===== config.mk =====
export PLATFORM = sky130hd
export DESIGN_NAME = irq_route_regs
export DESIGN_NICKNAME = d
export VERILOG_FILES = /design/src/rtl/irq_route_pkg.sv /design/src/rtl/irq_route_decode.sv /design/src/rtl/irq_route_index.sv /design/src/rtl/irq_route_table.sv /design/src/rtl/irq_route_regs.sv
export SDC_FILE = /design/constraint.sdc
export NUM_CORES = 2
export LEC_CHECK = 0
export ABC_AREA = 1
export ABC_CLOCK_PERIOD_IN_PS = 3800
export BUFFER_PORTS_ARGS = -buffer_cell sky130_fd_sc_hd__buf_2
export CORE_AREA = 3 3 666 668
export CTS_CLUSTER_SIZE = 40
export DETAILED_ROUTE_END_ITERATION = 6
export DIE_AREA = 0 0 669 671
export PLACE_DENSITY = 0.3
export SYNTH_ARGS = -nofsm -noshare
export SYNTH_HDL_FRONTEND = slang
export SYNTH_SLANG_ARGS = --single-unit

===== constraint.sdc =====
create_clock -name clk -period 3.8 [get_ports clk]
set_input_delay 0.19 -clock clk [delete_from_list [all_inputs] [get_ports clk]]
set_output_delay 0.19 -clock clk [all_outputs]
set_load 0.01 [all_outputs]

===== src/rtl/irq_route_pkg.sv =====
// Shared constants for the interrupt routing register block.
// Assumes 64-bit entries reached as two 32-bit halves.
package irq_route_pkg;
    // Direct offsets (low 8 address bits)
    localparam logic [7:0] OFF_SEL = 8'h00;
    localparam logic [7:0] OFF_WIN = 8'h10;

    // Select codes for fixed registers
    localparam logic [31:0] SEL_ID  = 32'h0;
    localparam logic [31:0] SEL_VER = 32'h1;
    localparam logic [31:0] SEL_ARB = 32'h2;
    localparam logic [31:0] SEL_TBL_BASE = 32'h10;

    // Entry field positions
    localparam int F_RIRR = 14;
    localparam int F_TRIG = 15;
    localparam int F_MASK = 16;

    localparam logic [63:0] ENTRY_RST = 64'h0000_0000_0001_0000;

    typedef enum logic [1:0] {
        TGT_NONE = 2'd0,
        TGT_SEL  = 2'd1,
        TGT_WIN  = 2'd2
    } tgt_e;
endpackage


===== src/rtl/irq_route_decode.sv =====
// Direct address decode and access-size qualification.
// Assumes the base-address match is done outside; only bits 7:0 matter.
module irq_route_decode
    import irq_route_pkg::*;
#(
    parameter int ADDR_W = 32
) (
    input  logic [ADDR_W-1:0] addr,
    input  logic [3:0]        size,
    output tgt_e              tgt,
    output logic              size_ok
);
    logic [7:0] off8;
    logic       unused_hi;

    assign off8      = addr[7:0];
    assign unused_hi = ^addr[ADDR_W-1:8];

    // Pick the directly addressed register; misaligned goes nowhere.
    always_comb begin
        tgt = TGT_NONE;
        if (off8[3:0] == 4'h0) begin
            if (off8 == OFF_SEL)      tgt = TGT_SEL;
            else if (off8 == OFF_WIN) tgt = TGT_WIN;
        end
    end

    // Only word and double-word writes are honoured.
    assign size_ok = (size == 4'd4) || (size == 4'd8);
endmodule


===== src/rtl/irq_route_index.sv =====
// Classifies the select register: fixed register or table half.
// Assumes index arithmetic wraps modulo 2^32.
module irq_route_index
    import irq_route_pkg::*;
#(
    parameter int PINS  = 24,
    parameter int IDX_W = 5
) (
    input  logic [31:0]      sel,
    output logic             is_id,
    output logic             is_ver,
    output logic             is_arb,
    output logic             tbl_hit,
    output logic [IDX_W-1:0] idx,
    output logic             hi
);
    logic [31:0] idx_full;

    // Decode fixed select codes.
    always_comb begin
        is_id  = (sel == SEL_ID);
        is_ver = (sel == SEL_VER);
        is_arb = (sel == SEL_ARB);
    end

    // Entry index and half for all other codes.
    always_comb begin
        idx_full = (sel - SEL_TBL_BASE) >> 1;
        tbl_hit  = !(is_id || is_ver || is_arb) && (idx_full < 32'(PINS));
        idx      = idx_full[IDX_W-1:0];
        hi       = sel[0];
    end
endmodule


===== src/rtl/irq_route_table.sv =====
// Storage for the routing entries, remote-request tracking and the
// mask-change notification. Assumes widx/ridx come with a valid hit.
module irq_route_table
    import irq_route_pkg::*;
#(
    parameter int PINS  = 24,
    parameter int IDX_W = 5
) (
    input  logic               clk,
    input  logic               rst_n,
    input  logic               we,
    input  logic               we_hi,
    input  logic [IDX_W-1:0]   widx,
    input  logic [31:0]        wdata,
    input  logic [PINS-1:0]    rirr_set,
    input  logic [IDX_W-1:0]   ridx,
    input  logic               rhi,
    output logic [31:0]        rhalf,
    output logic [PINS*64-1:0] tbl_flat,
    output logic               ntf_vld,
    output logic [IDX_W-1:0]   ntf_idx,
    output logic               ntf_val
);
    logic [63:0] ent [PINS];

    for (genvar i = 0; i < PINS; i++) begin : g_ent
        logic we_lo_i;
        logic we_hi_i;
        assign we_lo_i = we && !we_hi && (int'(widx) == i);
        assign we_hi_i = we && we_hi && (int'(widx) == i);

        // Entry update: software halves, then accept-driven status set.
        always_ff @(posedge clk) begin
            if (!rst_n) begin
                ent[i] <= ENTRY_RST;
            end else begin
                if (we_hi_i) ent[i][63:32] <= wdata;
                if (we_lo_i) begin
                    ent[i][31:0]   <= wdata;
                    ent[i][F_RIRR] <= 1'b0;
                end else if (rirr_set[i] && ent[i][F_TRIG]) begin
                    ent[i][F_RIRR] <= 1'b1;
                end
            end
        end

        assign tbl_flat[i*64 +: 64] = ent[i];


        rirr_clear_chk: assert property (@(posedge clk) disable iff (!rst_n)
            we_lo_i |=> !ent[i][F_RIRR]);

        rirr_keep_chk: assert property (@(posedge clk) disable iff (!rst_n)
            we_hi_i && !rirr_set[i] |=> $stable(ent[i][F_RIRR]));
    end

    // Read one half of the addressed entry.
    always_comb begin
        rhalf = 32'h0;
        if (int'(ridx) < PINS) rhalf = rhi ? ent[ridx][63:32] : ent[ridx][31:0];
    end

    // Flag a mask flip caused by a lower-half write.
    always_ff @(posedge clk) begin
        if (!rst_n) begin
            ntf_vld <= 1'b0;
            ntf_idx <= '0;
            ntf_val <= 1'b0;
        end else begin
            ntf_vld <= we && !we_hi && (int'(widx) < PINS)
                       && (ent[widx][F_MASK] != wdata[F_MASK]);
            ntf_idx <= widx;
            ntf_val <= wdata[F_MASK];
        end
    end


    ntf_match_chk: assert property (@(posedge clk) disable iff (!rst_n)
        ntf_vld |-> (int'(ntf_idx) < PINS) && (ent[ntf_idx][F_MASK] == ntf_val));
endmodule


===== src/rtl/irq_route_regs.sv =====
// Top of the routing register block: select register, ID register,
// window read mux and the entry table. Assumes one access per cycle.
module irq_route_regs
    import irq_route_pkg::*;
#(
    parameter int          ADDR_W = 32,
    parameter int          PINS   = 24,
    parameter logic [7:0]  VER_ID = 8'h11,
    localparam int         IDX_W  = (PINS > 1) ? $clog2(PINS) : 1
) (
    input  logic               clk,
    input  logic               rst_n,
    input  logic               bus_wr,
    input  logic [ADDR_W-1:0]  bus_addr,
    input  logic [3:0]         bus_size,
    input  logic [63:0]        bus_wdata,
    output logic [31:0]        bus_rdata,
    input  logic [PINS-1:0]    rirr_set,
    output logic [PINS*64-1:0] tbl_flat,
    output logic               mask_ntf_vld,
    output logic [IDX_W-1:0]   mask_ntf_idx,
    output logic               mask_ntf_val
);
    localparam logic [31:0] VER_WORD = {8'h00, 8'(PINS - 1), 8'h00, VER_ID};

    tgt_e             tgt;
    logic             size_ok;
    logic [31:0]      sel_q;
    logic [3:0]       id_q;
    logic             is_id, is_ver, is_arb, tbl_hit, hi;
    logic [IDX_W-1:0] idx;
    logic [31:0]      rhalf;
    logic             wr_ok, win_wr;
    logic             unused_wd;

    assign unused_wd = ^bus_wdata[63:32];

    irq_route_decode #(.ADDR_W(ADDR_W)) u_dec (
        .addr(bus_addr), .size(bus_size), .tgt(tgt), .size_ok(size_ok)
    );

    irq_route_index #(.PINS(PINS), .IDX_W(IDX_W)) u_idx (
        .sel(sel_q), .is_id(is_id), .is_ver(is_ver), .is_arb(is_arb),
        .tbl_hit(tbl_hit), .idx(idx), .hi(hi)
    );

    assign wr_ok  = bus_wr && size_ok;
    assign win_wr = wr_ok && (tgt == TGT_WIN);

    // Select register load.
    always_ff @(posedge clk) begin
        if (!rst_n)                           sel_q <= 32'h0;
        else if (wr_ok && (tgt == TGT_SEL))   sel_q <= bus_wdata[31:0];
    end

    // ID register load through the window.
    always_ff @(posedge clk) begin
        if (!rst_n)                 id_q <= 4'h0;
        else if (win_wr && is_id)   id_q <= bus_wdata[27:24];
    end

    irq_route_table #(.PINS(PINS), .IDX_W(IDX_W)) u_tbl (
        .clk(clk), .rst_n(rst_n),
        .we(win_wr && tbl_hit), .we_hi(hi), .widx(idx), .wdata(bus_wdata[31:0]),
        .rirr_set(rirr_set), .ridx(idx), .rhi(hi), .rhalf(rhalf),
        .tbl_flat(tbl_flat),
        .ntf_vld(mask_ntf_vld), .ntf_idx(mask_ntf_idx), .ntf_val(mask_ntf_val)
    );

    // Read data for the current direct address.
    always_comb begin
        bus_rdata = 32'h0;
        case (tgt)
            TGT_SEL: bus_rdata = sel_q;
            TGT_WIN: begin
                if (is_id || is_arb) bus_rdata = {4'h0, id_q, 24'h0};
                else if (is_ver)     bus_rdata = VER_WORD;
                else if (tbl_hit)    bus_rdata = rhalf;
            end
            default: bus_rdata = 32'h0;
        endcase
    end


    bad_size_chk: assert property (@(posedge clk) disable iff (!rst_n)
        bus_wr && !size_ok |=> $stable(sel_q) && $stable(id_q));

    arb_write_chk: assert property (@(posedge clk) disable iff (!rst_n)
        win_wr && is_arb |=> $stable(id_q));

    oob_write_chk: assert property (@(posedge clk) disable iff (!rst_n)
        win_wr && !(is_id || is_ver || is_arb) && !tbl_hit |=> $stable(tbl_flat));
endmodule


==> results.json <==
{
  "relSlewSlack": 0.192,
  "post-route-util": 0.231,
  "pwr-share-comb": 0.077,
  "vdd_drop_max_uv": 444,
  "crit_required_ns": 3.61,
  "worst_pin_slew_ns": 1.21,
  "power_density_mw_per_mm2": 434,
  "final_cells": 14125,
  "clock_sinks": 1579,
  "initial_core_util": 0.156,
  "overflow": 0,
  "clk_pin_slew_worst_paths_ns": 0.06,
  "async_flop_share": 0,
  "start_kind": "flip-flop",
  "cp_max_fo": 20,
  "core_area_mm2": 0.438,
  "antenna_found_initial": 62,
  "firstDrtPassIters": 6,
  "vias": 64230,
  "ys_seq_elements": 1579,
  "seqPwrFrac": 0.462,
  "ctsHtreeMaxLevel": 4,
  "rrSetupSlack_ns": 0.06,
  "rsz0062_at_grt": "true",
  "fin_skew_ns": 0.0739,
  "cts_buffers": 208,
  "drtAntennaViolNets": 0,
  "synth_edf_count": 1536,
  "finalCritPeriodShare": 1.08,
  "die_area_mm2": 0.449,
  "viasPerCell": 4.55,
  "syn_avg_cell_area_um2": 11.1,
  "drt-initial-drc-count": 7289,
  "synthToLayoutAreaGrowth_pct": 47.9,
  "power_frac_clock": 0.461,
  "violations": "negative setup slack",
  "postRouteWirelength_mm": 596,
  "min_path_type": "in -> reg",
  "syn_nets": 6302,
  "avgRoutedWirePerCell_um": 42.2,
  "die_h_um": 671,
  "synth_cell_types": 37,
  "drv_cap": 0,
  "row_count": 243,
  "drc": 0,
  "setup_viol": 31,
  "io_buffers": 1645,
  "place_ws_ns": -0.792,
  "timing.final.ws_setup_ns": -0.300,
  "swShare": 0.269,
  "endpoint_kind": "output port",
  "numPlacedInstances": 13591,
  "seq_area_frac_synth": 0.687,
  "p_leak_uw": 0.0402,
  "layout.nets": 8317,
  "clk_latency_ns": 0.93,
  "final_hold_viol_count": 0,
  "critical_path_arrival_ns": 3.91,
  "slew_viol_final": 0,
  "grt_max_degree": 85,
  "cts_root_buffer": "clkbuf_16",
  "syn_area_mm2": 0.0684,
  "track_usage": 0.255,
  "power_uw": 43900,
  "cts_tree": "built",
  "yosysWarnings": 0,
  "ios": 1702,
  "hold_ws_ns": 0.162,
  "fmax_mhz": 244,
  "drive_gt1_frac": 0.381,
  "path_class": "reg -> out",
  "p_sw_uw": 11800,
  "status": "complete, but fails checks",
  "cts_buffer_depth": 4,
  "intPower_uw": 32100,
  "grt_pass1_vias": 62659,
  "gp_congestion": 0.900,
  "dpl.hpwl_mm": 453,
  "synthCells": 6174,
  "grt_pass1_wl_mm": 741,
  "fin_crit_ns": 4.10,
  "ys.flop_type": "edfxtp_1",
  "die_x_um": 669
}
[cell usage after synthesis, types with 2 or more instances]
cell type	count	area [µm²]
nor2_2	6	37.5
nand4_2	20	250
a21oi_1	319	1600
nand3_2	2	20.0
dfxtp_1	43	861
nand2_1	870	3270
nand3b_1	2	15.0
inv_2	6	22.5
a22oi_1	572	4290
nand4_4	5	106
inv_1	85	319
xor2_1	3	26.3
a41oi_1	12	105
buf_4	23	173
buf_8	2	30.0
o22ai_1	9	56.3
nor3_1	67	335
buf_1	47	176
o211ai_1	4	30.0
nor2_1	1593	5980
buf_6	3	33.8
edfxtp_1	1536	46100
o21ai_0	104	521
clkbuf_1	378	1420
nand4_1	155	970
nor4_1	3	18.8
nand3_1	158	791
buf_2	138	691
[layout by cell type (no fill, tap or decap), types with 50 or more instances in the layout]
master,instances
a21oi_2,101
nand4_1,155
nor2_1,1589
a22oi_1,482
nand2_1,714
buf_12,215
nand3_1,140
buf_2,1637
dlygate4sd3_1,57
clkbuf_16,215
nand2_2,68
o21ai_0,60
a22oi_2,90
nand2_4,78
edfxtp_1,1536
clkbuf_1,52
buf_4,371
a21oi_1,196
buf_16,50
[metal layers]
metal,track usage,vias up,part of all wire
met5,0,-,0.00015
met2,0.445,3480,0.49
met4,0.0991,14,0.048
met3,0.0513,637,0.070
met1,0.306,34049,0.39
li1,-,26050,-
[final timing paths]
kind | startpoint | end | depth (start not counted)
max reg2reg | sel_q[8]$_SDFFE_PN0P_ | u_tbl.ent[7][30]$_SDFFCE_PN0P_ | 17
max | sel_q[2]$_SDFFE_PN0P_ | bus_rdata[18] | 18
min | bus_addr[4] | sel_q[1]$_SDFFE_PN0P_ | 4
min reg2reg | id_q[3]$_SDFFE_PN0P_ | id_q[3]$_SDFFE_PN0P_ | 2
[through the flow]
step | area, µm² | setup TNS (ns)
2_1_floorplan | 68400 | 0
3_3_place_gp | 89400 | -7.35
3_5_place_dp | 89400 | -5.31
4_1_cts | 100000 | -11.87
5_1_grt | 101000 | -10.99
6_report | 101000 | -6.45
[kinds of logic (layout without fill, tap and decap cells)]
| family | after synthesis | in the layout | share of synthesized area |
|---|---|---|---|
| buffers and inverters | 683 | 2861 | 0.0420 |
| AND/OR/NAND/NOR | 2887 | 2887 | 0.173 |
| AO/OA/AOI/OAI | 1021 | 1021 | 0.0967 |
| other | 0 | 16 | 0 |
| XOR/XNOR | 3 | 3 | 0.000384 |
| flip-flops | 1579 | 1579 | 0.687 |
| adder cells (fa/ha/maj) | 1 | 1 | 0.000183 |
[what timing repair did]
action | CTS | global route
buffers inserted | 57 | 17
setup endpoints to repair | 32 | 149
endpoints found under the hold margin | 307 | 0
hold buffers | 57 | 0
cloned | 28 | 7
gates resized for setup | 574 | 137
pin swaps | 162 | 107
[power groups by stage]
stage	clock, µW	sequential (µW)	combinational, µW
floorplan	0	20600	666
global placement	0	20600	3320
detailed placement	0	20600	3310
CTS	20700	20300	3430
global route	21200	20300	3460
finish	20200	20300	3360
[registers in the layout, summed over array words and instances, names as in the netlist]
signal,cells
id_q,4
sel_q,32
u_tbl.ent,1536
u_tbl.ntf_idx,5
u_tbl.ntf_val,1
u_tbl.ntf_vld,1
[critical path, stage by stage, from the launching register on]
cell     delay [ns]
dfxtp_4        0.40
buf_4          0.13
nor2_4         0.05
buf_12         0.15
buf_16         0.17
buf_16         0.19
a22oi_1        0.28
nand2_1        0.21
nand2_1        0.10
nand4_1        0.22
buf_12         0.23
nand2_1        0.07
nand2_1        0.06
nand2_1        0.07
nand2_1        0.05
nand2_1        0.05
o21ai_0        0.12
buf_4          0.20
buf_2          0.14
[layout make-up]
type / count / area (µm²)
fillers: 47237 / 337000
flip-flops and latches: 1579 / 47000
multi-input cells: 3912 / 21500
repair buffers: 2395 / 18300
well taps: 5757 / 7200
clock buffers: 260 / 5400
clock inverters: 113 / 1310
inverters: 92 / 418
diodes: 16 / 40.0
repair inverters: 1 / 8.76
Note: power is estimated with default switching activity, not from simulation.
